[config.mk]
export PLATFORM = sky130hd
export DESIGN_NAME = lane_txeq_ctrl
export DESIGN_NICKNAME = d
export VERILOG_FILES = /design/src/rtl/lane_txeq_ctrl.sv
export SDC_FILE = /design/constraint.sdc
export NUM_CORES = 1
export LEC_CHECK = 0
export ABC_AREA = 1
export CAP_MARGIN = 25
export CORE_MARGIN = 10
export CORE_UTILIZATION = 30
export DETAILED_ROUTE_END_ITERATION = 12
export PLACE_DENSITY = 0.46
export SYNTH_ARGS = -nofsm -noshare
export SYNTH_HDL_FRONTEND = slang
export SYNTH_SLANG_ARGS = --single-unit
[constraint.sdc]
create_clock -name clk -period 7.6 [get_ports clk]
set_input_delay 2.28 -clock clk [delete_from_list [all_inputs] [get_ports clk]]
set_output_delay 2.28 -clock clk [all_outputs]
set_load 0.005 [all_outputs]
[src/rtl/lane_txeq_ctrl.sv]
module lane_txeq_ctrl #(
  parameter logic [5:0] FS_VAL         = 6'd36,
  parameter logic [5:0] LF_VAL         = 6'd12,
  parameter logic [3:0] DEFAULT_PRESET = 4'd4,
  parameter int         NUM_PRESETS    = 11
) (
  input  logic        clk,
  input  logic        rst_n,
  input  logic [1:0]  eq_ctrl,
  input  logic [3:0]  eq_preset,
  input  logic [5:0]  eq_coeff,
  output logic [5:0]  fs_out,
  output logic [5:0]  lf_out,
  output logic [17:0] coeff_active,
  output logic        eq_done,
  output logic [2:0]  dbg_state
);

  typedef enum logic [2:0] {
    S_IDLE   = 3'd0,
    S_PRESET = 3'd1,
    S_COEFF  = 3'd2,
    S_REMAP  = 3'd3,
    S_QUERY  = 3'd4,
    S_DONE   = 3'd5
  } state_t;

  localparam logic [1:0] CTRL_IDLE   = 2'b00;
  localparam logic [1:0] CTRL_PRESET = 2'b01;
  localparam logic [1:0] CTRL_CUSTOM = 2'b10;
  localparam logic [5:0] PRE_MAX     = FS_VAL >> 2;

  function automatic logic [11:0] preset_pp(input logic [3:0] p);
    case (p)
      4'd0:    preset_pp = {6'd0, 6'd9};
      4'd1:    preset_pp = {6'd0, 6'd6};
      4'd2:    preset_pp = {6'd0, 6'd7};
      4'd3:    preset_pp = {6'd0, 6'd4};
      4'd5:    preset_pp = {6'd3, 6'd0};
      4'd6:    preset_pp = {6'd4, 6'd0};
      4'd7:    preset_pp = {6'd3, 6'd7};
      4'd8:    preset_pp = {6'd4, 6'd4};
      4'd9:    preset_pp = {6'd5, 6'd0};
      4'd10:   preset_pp = {6'd0, 6'd12};
      default: preset_pp = {6'd0, 6'd0};
    endcase
  endfunction

  function automatic logic [17:0] remap(input logic [3:0] p);
    logic [3:0]  sel;
    logic [11:0] pp;
    sel = (int'(p) < NUM_PRESETS) ? p : DEFAULT_PRESET;
    pp  = preset_pp(sel);
    remap = {pp[5:0], FS_VAL - pp[11:6] - pp[5:0], pp[11:6]};
  endfunction

  state_t      state;
  logic [1:0]  slice_cnt;
  logic [3:0]  preset_q;
  logic [17:0] cand;
  logic        armed;

  logic [7:0] c_pre, c_main, c_post;
  logic       cand_ok;

  assign c_pre  = {2'b0, cand[5:0]};
  assign c_main = {2'b0, cand[11:6]};
  assign c_post = {2'b0, cand[17:12]};
  assign cand_ok = (c_pre + c_main + c_post == {2'b0, FS_VAL}) &&
                   (c_main >= c_pre + c_post + {2'b0, LF_VAL}) &&
                   (cand[5:0] <= PRE_MAX);

  assign fs_out    = FS_VAL;
  assign lf_out    = LF_VAL;
  assign eq_done   = (state == S_DONE);
  assign dbg_state = state;

  always_ff @(posedge clk) begin
    if (!rst_n) begin
      state        <= S_IDLE;
      slice_cnt    <= 2'd0;
      preset_q     <= DEFAULT_PRESET;
      cand         <= '0;
      armed        <= 1'b1;
      coeff_active <= remap(DEFAULT_PRESET);
    end else begin
      case (state)
        S_IDLE: begin
          if (eq_ctrl == CTRL_IDLE) armed <= 1'b1;
          if (armed && eq_ctrl == CTRL_PRESET) begin
            state <= S_PRESET;
            armed <= 1'b0;
          end else if (armed && eq_ctrl == CTRL_CUSTOM) begin
            state     <= S_COEFF;
            slice_cnt <= 2'd0;
            armed     <= 1'b0;
          end
        end
        S_PRESET: begin
          preset_q <= eq_preset;
          state    <= S_REMAP;
        end
        S_REMAP: begin
          cand  <= remap(preset_q);
          state <= S_QUERY;
        end
        S_COEFF: begin
          case (slice_cnt)
            2'd0:    cand[5:0]   <= eq_coeff;
            2'd1:    cand[11:6]  <= eq_coeff;
            default: cand[17:12] <= eq_coeff;
          endcase
          slice_cnt <= slice_cnt + 2'd1;
          if (slice_cnt == 2'd2) state <= S_QUERY;
        end
        S_QUERY: begin
          if (cand_ok) coeff_active <= cand;
          state <= S_DONE;
        end
        default: state <= S_IDLE;
      endcase
    end
  end

endmodule

# [After elaboration in Yosys (flattened, before gate mapping)]
# Memory sizes are Yosys's and may differ from the RTL's.
# Index checks and enable logic that the tools add are counted.
[op_classes] n_eq_ne=17 order_cmp=3 mux=17 addsub=7 n_reduce_logical=18
[ops] cell="case mux 18 bit (2 select lines)" count=1
[ops] cell="2-to-1 mux 12 bit" count=2
[ops] cell="2-to-1 mux 6 bit" count=3
[ops] cell="case mux 3 bit (5 select lines)" count=1
[ops] cell="adder 6 x 6 -> 7 bit" count=2
[ops] cell="AND reduction 2 bit" count=6
[ops] cell="2-to-1 mux 3 bit" count=3
[ops] cell="adder 7 x 4 -> 8 bit, second input constant" count=1
[ops] cell="adder 7 x 6 -> 8 bit" count=1
[ops] cell="equality test 8 x 6 -> 1 bit, second input constant" count=1
[ops] cell=">= comparator 6 x 8 -> 1 bit" count=1
[ops] cell="!= test 2 bit, second input constant" count=4
[ops] cell="equality test 3 x 2 -> 1 bit, second input constant" count=2
[ops] cell="equality test 3 bit, second input constant" count=2
[ops] cell="less-or-equal comparator 6 x 4 -> 1 bit, second input constant" count=1
[ops] cell="subtractor 6 bit" count=1
[ops] cell="subtractor 6 bit, first input constant" count=1
[ops] cell="equality test 2 x 1 -> 1 bit, second input constant" count=2
[ops] cell="equality test 2 bit, second input constant" count=2
[ops] cell="logical AND 1 bit" count=4
[ops] cell="zero test 2 bit" count=2
[ops] cell="< comparator 4 bit, second input constant" count=1
[ops] cell="2-to-1 mux 2 bit" count=2
[ops] cell="2-to-1 mux 4 bit" count=1
[ops] cell="other kinds (11)" count=15
[word_totals] rom_bits=112 output_inout_bits=34 wordCells=71 memories=1 ff_bits=46
[memory_table] memory="(no name shown)" depth=16 width=7 rd=1 rd_clocked_by_memory_dff=0 write_ports=0 line_no="34" rtl="case (p)"

# [Longest topological paths before layout]
# Gate-level depths: netlist of the first run.
# An unclocked memory read counts as a cell.
[logic_depth] word_depth=8 mapped_depth=17 ltp_nobuf=16

# [Worst setup path after synthesis of the first run]
# OpenSTA, ideal clock, no wires.
[synth_path] path_kind="in2reg" start="in eq_ctrl[1]" end="reg state[1], in the netlist dbg_state[1]" path_stages=5 setup_time_ns=0.091 arrival_time_ns=2.816 path_slack_ns=4.693 n_path_buf=0 cell_sequence="nand3b_1 -> nand2_1 -> nor2_1 -> nor2_1 -> a311oi_1"
[synth_between] elab_chain_cells=4 elab_cells_between_ends=8
[synth_rtl] item="start, declared" line_no="9" rtl="input logic [1:0] eq_ctrl,"
[synth_rtl] item="equality test 2 x 1 -> 1 bit or equality test 2 bit (tied branches)" line_no="90, 93"
[synth_rtl] item="logical AND 1 bit, on equally long branches" line_no="90, 93"
[synth_rtl] item="2-to-1 mux 3 bit or != test 3 bit (tied branches)"
[synth_rtl] item="case mux 3 bit (5 select lines) or AND reduction 2 bit (tied branches)"
[synth_rtl] item="end signal, assigned" line_no="91" rtl="state <= S_PRESET;"
[synth_rtl] item="end signal, assigned" line_no="94" rtl="state <= S_COEFF;"
[synth_rtl] item="end signal, assigned" line_no="101" rtl="state <= S_REMAP;"
[synth_rtl] item="end, declared" line_no="57" rtl="state_t state;"
# Several ways; a longest one is shown, not always the timed one.
# A chain may end at the register's enable or synchronous reset.

# [Worst setup path after layout of the first run]
[layout_path] start="reg state[2], in the netlist dbg_state[2]" end="out eq_done"
[layout_between] elab_chain_cells=1
[layout_rtl] item="start signal, assigned" line_no="80" rtl="state <= S_IDLE;"
[layout_rtl] item="start signal, assigned" line_no="91"
[layout_rtl] item="start signal, assigned" line_no="94"
[layout_rtl] item="equality test 3 bit" line_no="75" rtl="assign eq_done = (state == S_DONE);"
[layout_rtl] item="end, declared" line_no="15" rtl="output logic eq_done,"
# No other way between the ends.

==> results of run 1 <==
[worst paths after layout]
| kind | to | depth (start not counted) | slack (ns) | startpoint |
|---|---|---|---|---|
| max | eq_done | 3 | 3.86 | dbg_state[2]$_SDFFE_PN0P_ |
| min | coeff_active[4]$_SDFFE_PN0P_ | 2 | 0.47 | coeff_active[4]$_SDFFE_PN0P_ |
| max reg2reg | coeff_active[8]$_SDFFE_PN1P_ | 12 | 4.36 | cand[1]$_SDFFE_PN0P_ |
| min reg2reg | coeff_active[4]$_SDFFE_PN0P_ | 2 | 0.47 | coeff_active[4]$_SDFFE_PN0P_ |
[cells in the final DEF, fill, tap and decap left out, drive strengths merged, types with 3 or more instances in the layout]
cell	synthesis	layout
nand2	83	83
inv	71	71
nor2	65	65
dfxtp	46	46
clkdlybuf4s50	0	35
ha	32	32
o21ai	29	29
a21oi	20	20
nand4	16	16
nand3	15	15
conb	2	12
a31oi	11	11
fa	9	9
clkbuf	8	6
nor3	4	4
a211oi	3	3
xor2	3	3
[metrics by stage]
step	cells	area [um^2]	setup slack, ns	power, W
finish	612	3740	3.86	0.00132
global route	612	3740	3.76	0.00147
CTS	612	3740	3.82	0.00134
detailed placement	604	3600	3.89	0.00111
global placement	604	3600	3.92	0.00111
floorplan	456	3240	4.69	0.000922
[cells in the mapped netlist, types with 4 or more instances]
cell,number
fa_1,9
nand2_1,81
nor2_2,4
nand4_1,15
clkbuf_1,6
o21ai_0,28
nand3_1,15
ha_1,32
inv_1,65
inv_2,6
a31oi_1,11
a21oi_1,20
dfxtp_1,46
nor2_1,60
buf_4,13
[flip-flops by register name (all words and copies together), names as in the netlist]
register      cells
cand             18
preset_q          4
armed             1
coeff_active     18
slice_cnt         2
dbg_state         3
[metal layers]
metal  vias to the layer above  track usage [%]  part of all wire (%)
met2                        37             17.8                    46
met3                         4             2.42                   4.0
met1                      1251             14.7                    50
li1                       1474                -                     -
met4                         0             1.82                  0.56
met5                         -                0                     0
[layout make-up]
cell class,instances,area (um^2)
fillers,1119,6630
multi-input cells,315,1880
inverters,71,267
repair buffers,36,358
well taps,136,170
flip-flops and latches,46,921
clock inverters,2,60.1
clock buffers,6,82.6
[power groups by stage]
stage	logic [W]	registers (W)	clock network, W
global route	0.000844	0.000384	0.000241
detailed placement	0.000726	0.000380	0
finish	0.000726	0.000372	0.000225
CTS	0.000735	0.000375	0.000231
floorplan	0.000578	0.000344	0
global placement	0.000726	0.000381	0
[cell families (layout without fill, tap and decap cells)]
logic type | after synthesis | count (layout)
simple gates | 189 | 189
buf+inv | 95 | 115
compound gates | 69 | 69
flops | 46 | 46
fa+ha+maj | 41 | 41
xor+xnor | 4 | 4
other cells | 2 | 12
[worst register-to-register path, stage by stage (launching register included)]
cell,delay [ns]
dfxtp_1,0.55
fa_1,0.46
ha_1,0.23
inv_1,0.07
fa_1,0.45
nor2_1,0.13
nand3_1,0.07
nor2_1,0.13
nand3_1,0.13
nor3_4,0.46
nand3_1,0.26
nand2_1,0.11
nand3_1,0.07
==> results.py, run 1 <==
metrics = {
    "run_status": {
        "status": "complete, no violations",
    },
    "cts": {
        "cts_resized": 0,
        "cts_hold_buf": 0,
        "cts.clk_slew.worst_paths_ns": 0.09,
        "htree_num_levels": 2,
        "tritoncts": "yes",
        "clockBufferDepth": 2,
        "clock_latency_ns": 0.30,
        "cts_buffers": 5,
        "postCtsSetupBuffers": 0,
        "clockRootBuffer": "clkbuf_8",
        "cts.sinks": 46,
    },
    "pwr": {
        "vdd_drop_max_mv": 0.113,
        "pwr-share-seq_pct": 28.1,
        "powerDensity_mw_per_mm2": 354,
        "comb_power_share_pct": 54.8,
        "p_sw_w": 0.000619,
        "leakage_nw": 1.70,
        "netSwitchingFraction_pct": 46.8,
        "clockPowerShare_pct": 17.0,
        "internal-power_w": 0.000704,
    },
    "sta": {
        "whs_ns": 0.466,
        "hold_viol_final": 0,
        "fin_crit_ns": 3.74,
        "relSlewSlack_pct": 60.7,
        "rsz0062_at_grt": "false",
        "slew_violations": 0,
        "tightestPinTransition_ns": 0.589,
        "totalNegativeSetupSlack_ns": 0,
        "finalCritPeriodShare_pct": 49.2,
        "final-setup-viol-count": 0,
        "fmax_mhz": 268,
        "skew_ns": 0.00576,
    },
    "floorplan": {
        "dieArea_mm2": 0.0152,
        "start_util_pct": 30.9,
        "die_x_um": 123,
        "coreArea_mm2": 0.0104,
        "die-height_um": 123,
        "row_count": 37,
        "pin_count": 48,
    },
    "worst_setup_path": {
        "critPathBufInv": 2,
        "critPathCaptureType": "output port",
        "worstPathArrival_ns": 1.46,
        "crit_slowest_cell": "clkdlybuf4s50_1",
        "required_ns": 5.32,
        "max_stage_delay_ns": 0.51,
        "crit_type": "flop to output port",
        "cp_top_family": "buffers and inverters",
        "crit_fanout": 7,
        "crit_chain": "inv_2 > nor2_1 > clkdlybuf4s50_1",
        "cp-start-kind": "flop",
    },
    "final_layout": {
        "post-route-util_pct": 36.1,
        "layout.nets": 530,
        "syn2layout_area_growth_pct": 16.9,
        "drive_gt1_share_pct": 5.67,
        "antennaDiodeCount": 0,
    },
    "drt": {
        "wl_per_cell_um": 13.5,
        "firstDrtPassIters": 4,
        "vias_per_cell": 4.52,
        "drt_iter0_drc": 113,
        "route.antenna.remaining_nets": 0,
        "remaining_drc_errors": 0,
        "route.vias.total": 2766,
        "routed_wl_mm": 8.28,
    },
    "synth": {
        "synth-compound-area-share_pct": 12.0,
        "synth-edff-count": 0,
        "syn_inst": 446,
        "synth-simple-area-share_pct": 26.1,
        "synth_top_flop_cell": "dfxtp_1",
        "ys_warn_count": 0,
        "yosysUniqueCellTypes": 38,
        "ys_seq_elements": 46,
        "postSynth.asyncResetShare_pct": 0,
        "synth_largest_area_cell": "dfxtp_1",
        "synth_area_leaders": "dfxtp_1 29%, ha_1 13%, nand2_1 9.5%, inv_1 7.6%, nor2_1 7.0%",
        "synth_top_area_share_pct": 28.8,
        "synthMuxAreaShare_pct": 0,
        "synth_top_family_by_area": "simple AND/OR/NAND/NOR gates",
        "yosys.area_share.adder_pct": 18.1,
        "netlist_area_mm2": 0.00320,
        "ys_seq_area_share_pct": 28.8,
        "synth.avg_cell_area_um2": 7.17,
        "yosys.area_share.xor_xnor_pct": 1.10,
    },
    "global_routing": {
        "antenna_found_initial": 0,
        "grt_max_degree": 40,
        "grt_first_pass_wirelength_mm": 13.5,
        "grt.total_usage_pct": 10.9,
        "grt_overflow_total": 0,
        "first_global_vias": 2655,
    },
    "hold_path": {
        "min_path_type": "flop to flop",
    },
    "placement": {
        "gp_congestion": 0.830,
        "hpwl_mm": 6.69,
        "port_buffers": 35,
    },
    "run": {
        "max-cap-violations": 0,
    },
}
Power figures use the tool's default switching activity.
==> run 2: changes to the inputs <==
--- a/config.mk
+++ b/config.mk
@@ -10,7 +10,7 @@
 export CORE_MARGIN = 10
 export CORE_UTILIZATION = 30
 export DETAILED_ROUTE_END_ITERATION = 12
-export PLACE_DENSITY = 0.46
+export PLACE_DENSITY = 0.48
 export SYNTH_ARGS = -nofsm -noshare
 export SYNTH_HDL_FRONTEND = slang
 export SYNTH_SLANG_ARGS = --single-unit
==> constraint.sdc (replaced) <==
create_clock -name clk -period 3.4 [get_ports clk]
set_input_delay 1.02 -clock clk [delete_from_list [all_inputs] [get_ports clk]]
set_output_delay 1.02 -clock clk [all_outputs]
set_load 0.005 [all_outputs]
==> results.py, run 2 (same netlist as run 1, synthesis figures left out) <==
metrics = {
    "floorplan": {
        "coreArea_mm2": 0.0104,
        "die-height_um": 123,
        "pin_count": 48,
        "start_util_pct": 30.9,
        "dieArea_mm2": 0.0152,
        "die_x_um": 123,
        "row_count": 37,
    },
    "run_status": {
        "status": "complete, no violations",
    },
    "worst_setup_path": {
        "endpoint": "coeff_active[11]$_SDFFE_PN1P_",
        "crit_top_cell": "nand2_1",
        "rr_startpoint": "cand[14]$_SDFFE_PN0P_",
        "reg2reg_slack_ns": 0.37,
        "reg2reg_to": "coeff_active[11]$_SDFFE_PN1P_",
        "crit_fanout": 15,
        "cp-start-kind": "flop",
        "ff2ff_path_depth": 15,
        "crit_start": "cand[14]$_SDFFE_PN0P_",
        "required_ns": 3.60,
        "crit_type": "flop to flop",
        "max_stage_delay_ns": 0.47,
        "crit_slowest_cell": "fa_1",
        "critPathCaptureType": "flop",
        "crit_chain": "inv_1 > ha_1 > fa_1 > nand3b_1 > nand2_1 > or2_2 > nand2_1 > ha_1 > nand2_1 > inv_1 > nand2_1 > nand2_1 > nand3_1 > nand2_1 > nand3_1",
        "worstPathArrival_ns": 3.23,
    },
    "pwr": {
        "clockPowerShare_pct": 12.1,
        "pwr-share-seq_pct": 28.7,
        "netSwitchingFraction_pct": 49.3,
        "p_sw_w": 0.00138,
        "comb_power_share_pct": 59.2,
        "internal-power_w": 0.00142,
        "vdd_drop_max_mv": 0.246,
        "powerDensity_mw_per_mm2": 752,
        "leakage_nw": 1.69,
    },
    "sta": {
        "rsz0062_at_grt": "false",
        "tightestPinTransition_ns": 0.574,
        "final-setup-viol-count": 0,
        "totalNegativeSetupSlack_ns": 0,
        "hold_viol_final": 0,
        "skew_ns": 0.0146,
        "slew_violations": 0,
        "worst_slack_ns": 0.366,
        "fin_crit_ns": 3.03,
        "finalCritPeriodShare_pct": 89.2,
        "relSlewSlack_pct": 61.3,
        "fmax_mhz": 330,
    },
    "placement": {
        "place_worst_setup_slack_ns": 0.399,
        "hpwl_mm": 6.84,
        "gp_congestion": 0.858,
        "port_buffers": 35,
        "dp.cells": 608,
    },
    "cts": {
        "cts_buffers": 5,
        "tritoncts": "yes",
        "htree_num_levels": 2,
        "clockBufferDepth": 2,
        "cts.clk_slew.worst_paths_ns": 0.09,
        "postCtsSetupBuffers": 0,
        "cts_hold_buf": 0,
        "cts_resized": 0,
        "clock_latency_ns": 0.31,
        "cts.sinks": 46,
        "clockRootBuffer": "clkbuf_8",
    },
    "final_layout": {
        "layout.nets": 534,
        "antennaDiodeCount": 0,
        "final_cells": 616,
        "layout_commonest_cell": "nand2_1",
        "mostFrequentLayoutCells": "81 x nand2_1, 65 x inv_1, 60 x nor2_1",
        "syn2layout_area_growth_pct": 16.0,
        "drive_gt1_share_pct": 6.25,
        "post-route-util_pct": 35.8,
        "layout_top_registers": "cand x18, coeff_active x18, preset_q x4",
        "fillers": 1131,
    },
    "global_routing": {
        "antenna_found_initial": 0,
        "grt_first_pass_wirelength_mm": 13.5,
        "first_global_vias": 2766,
        "grt_overflow_total": 0,
        "grt_max_degree": 21,
        "grt.total_usage_pct": 11.0,
    },
    "drt": {
        "vias_per_cell": 4.57,
        "wl_per_cell_um": 13.3,
        "drt_iter0_drc": 112,
        "route.antenna.remaining_nets": 0,
        "firstDrtPassIters": 4,
        "route.vias.total": 2818,
        "routed_wl_mm": 8.21,
        "remaining_drc_errors": 0,
    },
    "hold_path": {
        "min_path_type": "flop to flop",
    },
    "run": {
        "max-cap-violations": 0,
    },
}
[run 2: how the worst min path moves through the flow]
stage	cells after the start	slack, ns	to	from
after floorplan	2	0.45	coeff_active[4]$_SDFFE_PN0P_	coeff_active[4]$_SDFFE_PN0P_
after global placement	2	0.46	coeff_active[5]$_SDFFE_PN0P_	coeff_active[5]$_SDFFE_PN0P_
after detailed placement	2	0.45	coeff_active[4]$_SDFFE_PN0P_	coeff_active[4]$_SDFFE_PN0P_
after CTS	2	0.47	coeff_active[4]$_SDFFE_PN0P_	coeff_active[4]$_SDFFE_PN0P_
after global routing	2	0.48	coeff_active[4]$_SDFFE_PN0P_	coeff_active[4]$_SDFFE_PN0P_
final	2	0.46	coeff_active[4]$_SDFFE_PN0P_	coeff_active[4]$_SDFFE_PN0P_
[run 2: per-stage QoR]
step	total power (W)	hold slack (ns)	area [um^2]
after floorplan	0.00206	0.452	3240
after global placement	0.00245	0.455	3630
after detailed placement	0.00247	0.452	3630
after CTS	0.00282	0.466	3710
after global routing	0.00312	0.482	3710
final	0.00279	0.464	3710
[run 2: worst max-delay path, delay by kind of cell, from the launching register on]
kind / cells / cell delay [ns]
DFF: 1 / 0.41
buffers and inverters: 2 / 0.16
adders and majority gates: 3 / 1.07
and+or+nand+nor: 10 / 1.26
[run 2: metal layers]
metal | GRT usage, % | vias to the layer above | share of wire, %
li1 | - | 1478 | -
met1 | 14.1 | 1272 | 47
met2 | 18.2 | 58 | 46
met3 | 2.32 | 10 | 5.3
met4 | 2.91 | 0 | 1.4
met5 | 0 | - | 0
[run 2: final cells by class]
cell class / count / area, um^2 / share of cell area, %
inverter: 71 / 267 / 7.18
tap: 136 / 170 / 4.58
sequential: 46 / 921 / 24.8
clock inverter: 2 / 13.8 / 0.371
multi-input combinational: 315 / 1880 / 50.7
clock buffer: 6 / 72.6 / 1.95
timing repair buffer: 40 / 388 / 10.4
[run 2: power by group through the flow]
stage	clock [W]	sequential [W]	combinational (W)
2_1_floorplan	0	0.000769	0.00129
5_1_grt	0.000363	0.000824	0.00193
4_1_cts	0.000347	0.000805	0.00167
6_report	0.000337	0.000803	0.00165
3_3_place_gp	0	0.000811	0.00164
3_5_place_dp	0	0.000817	0.00166
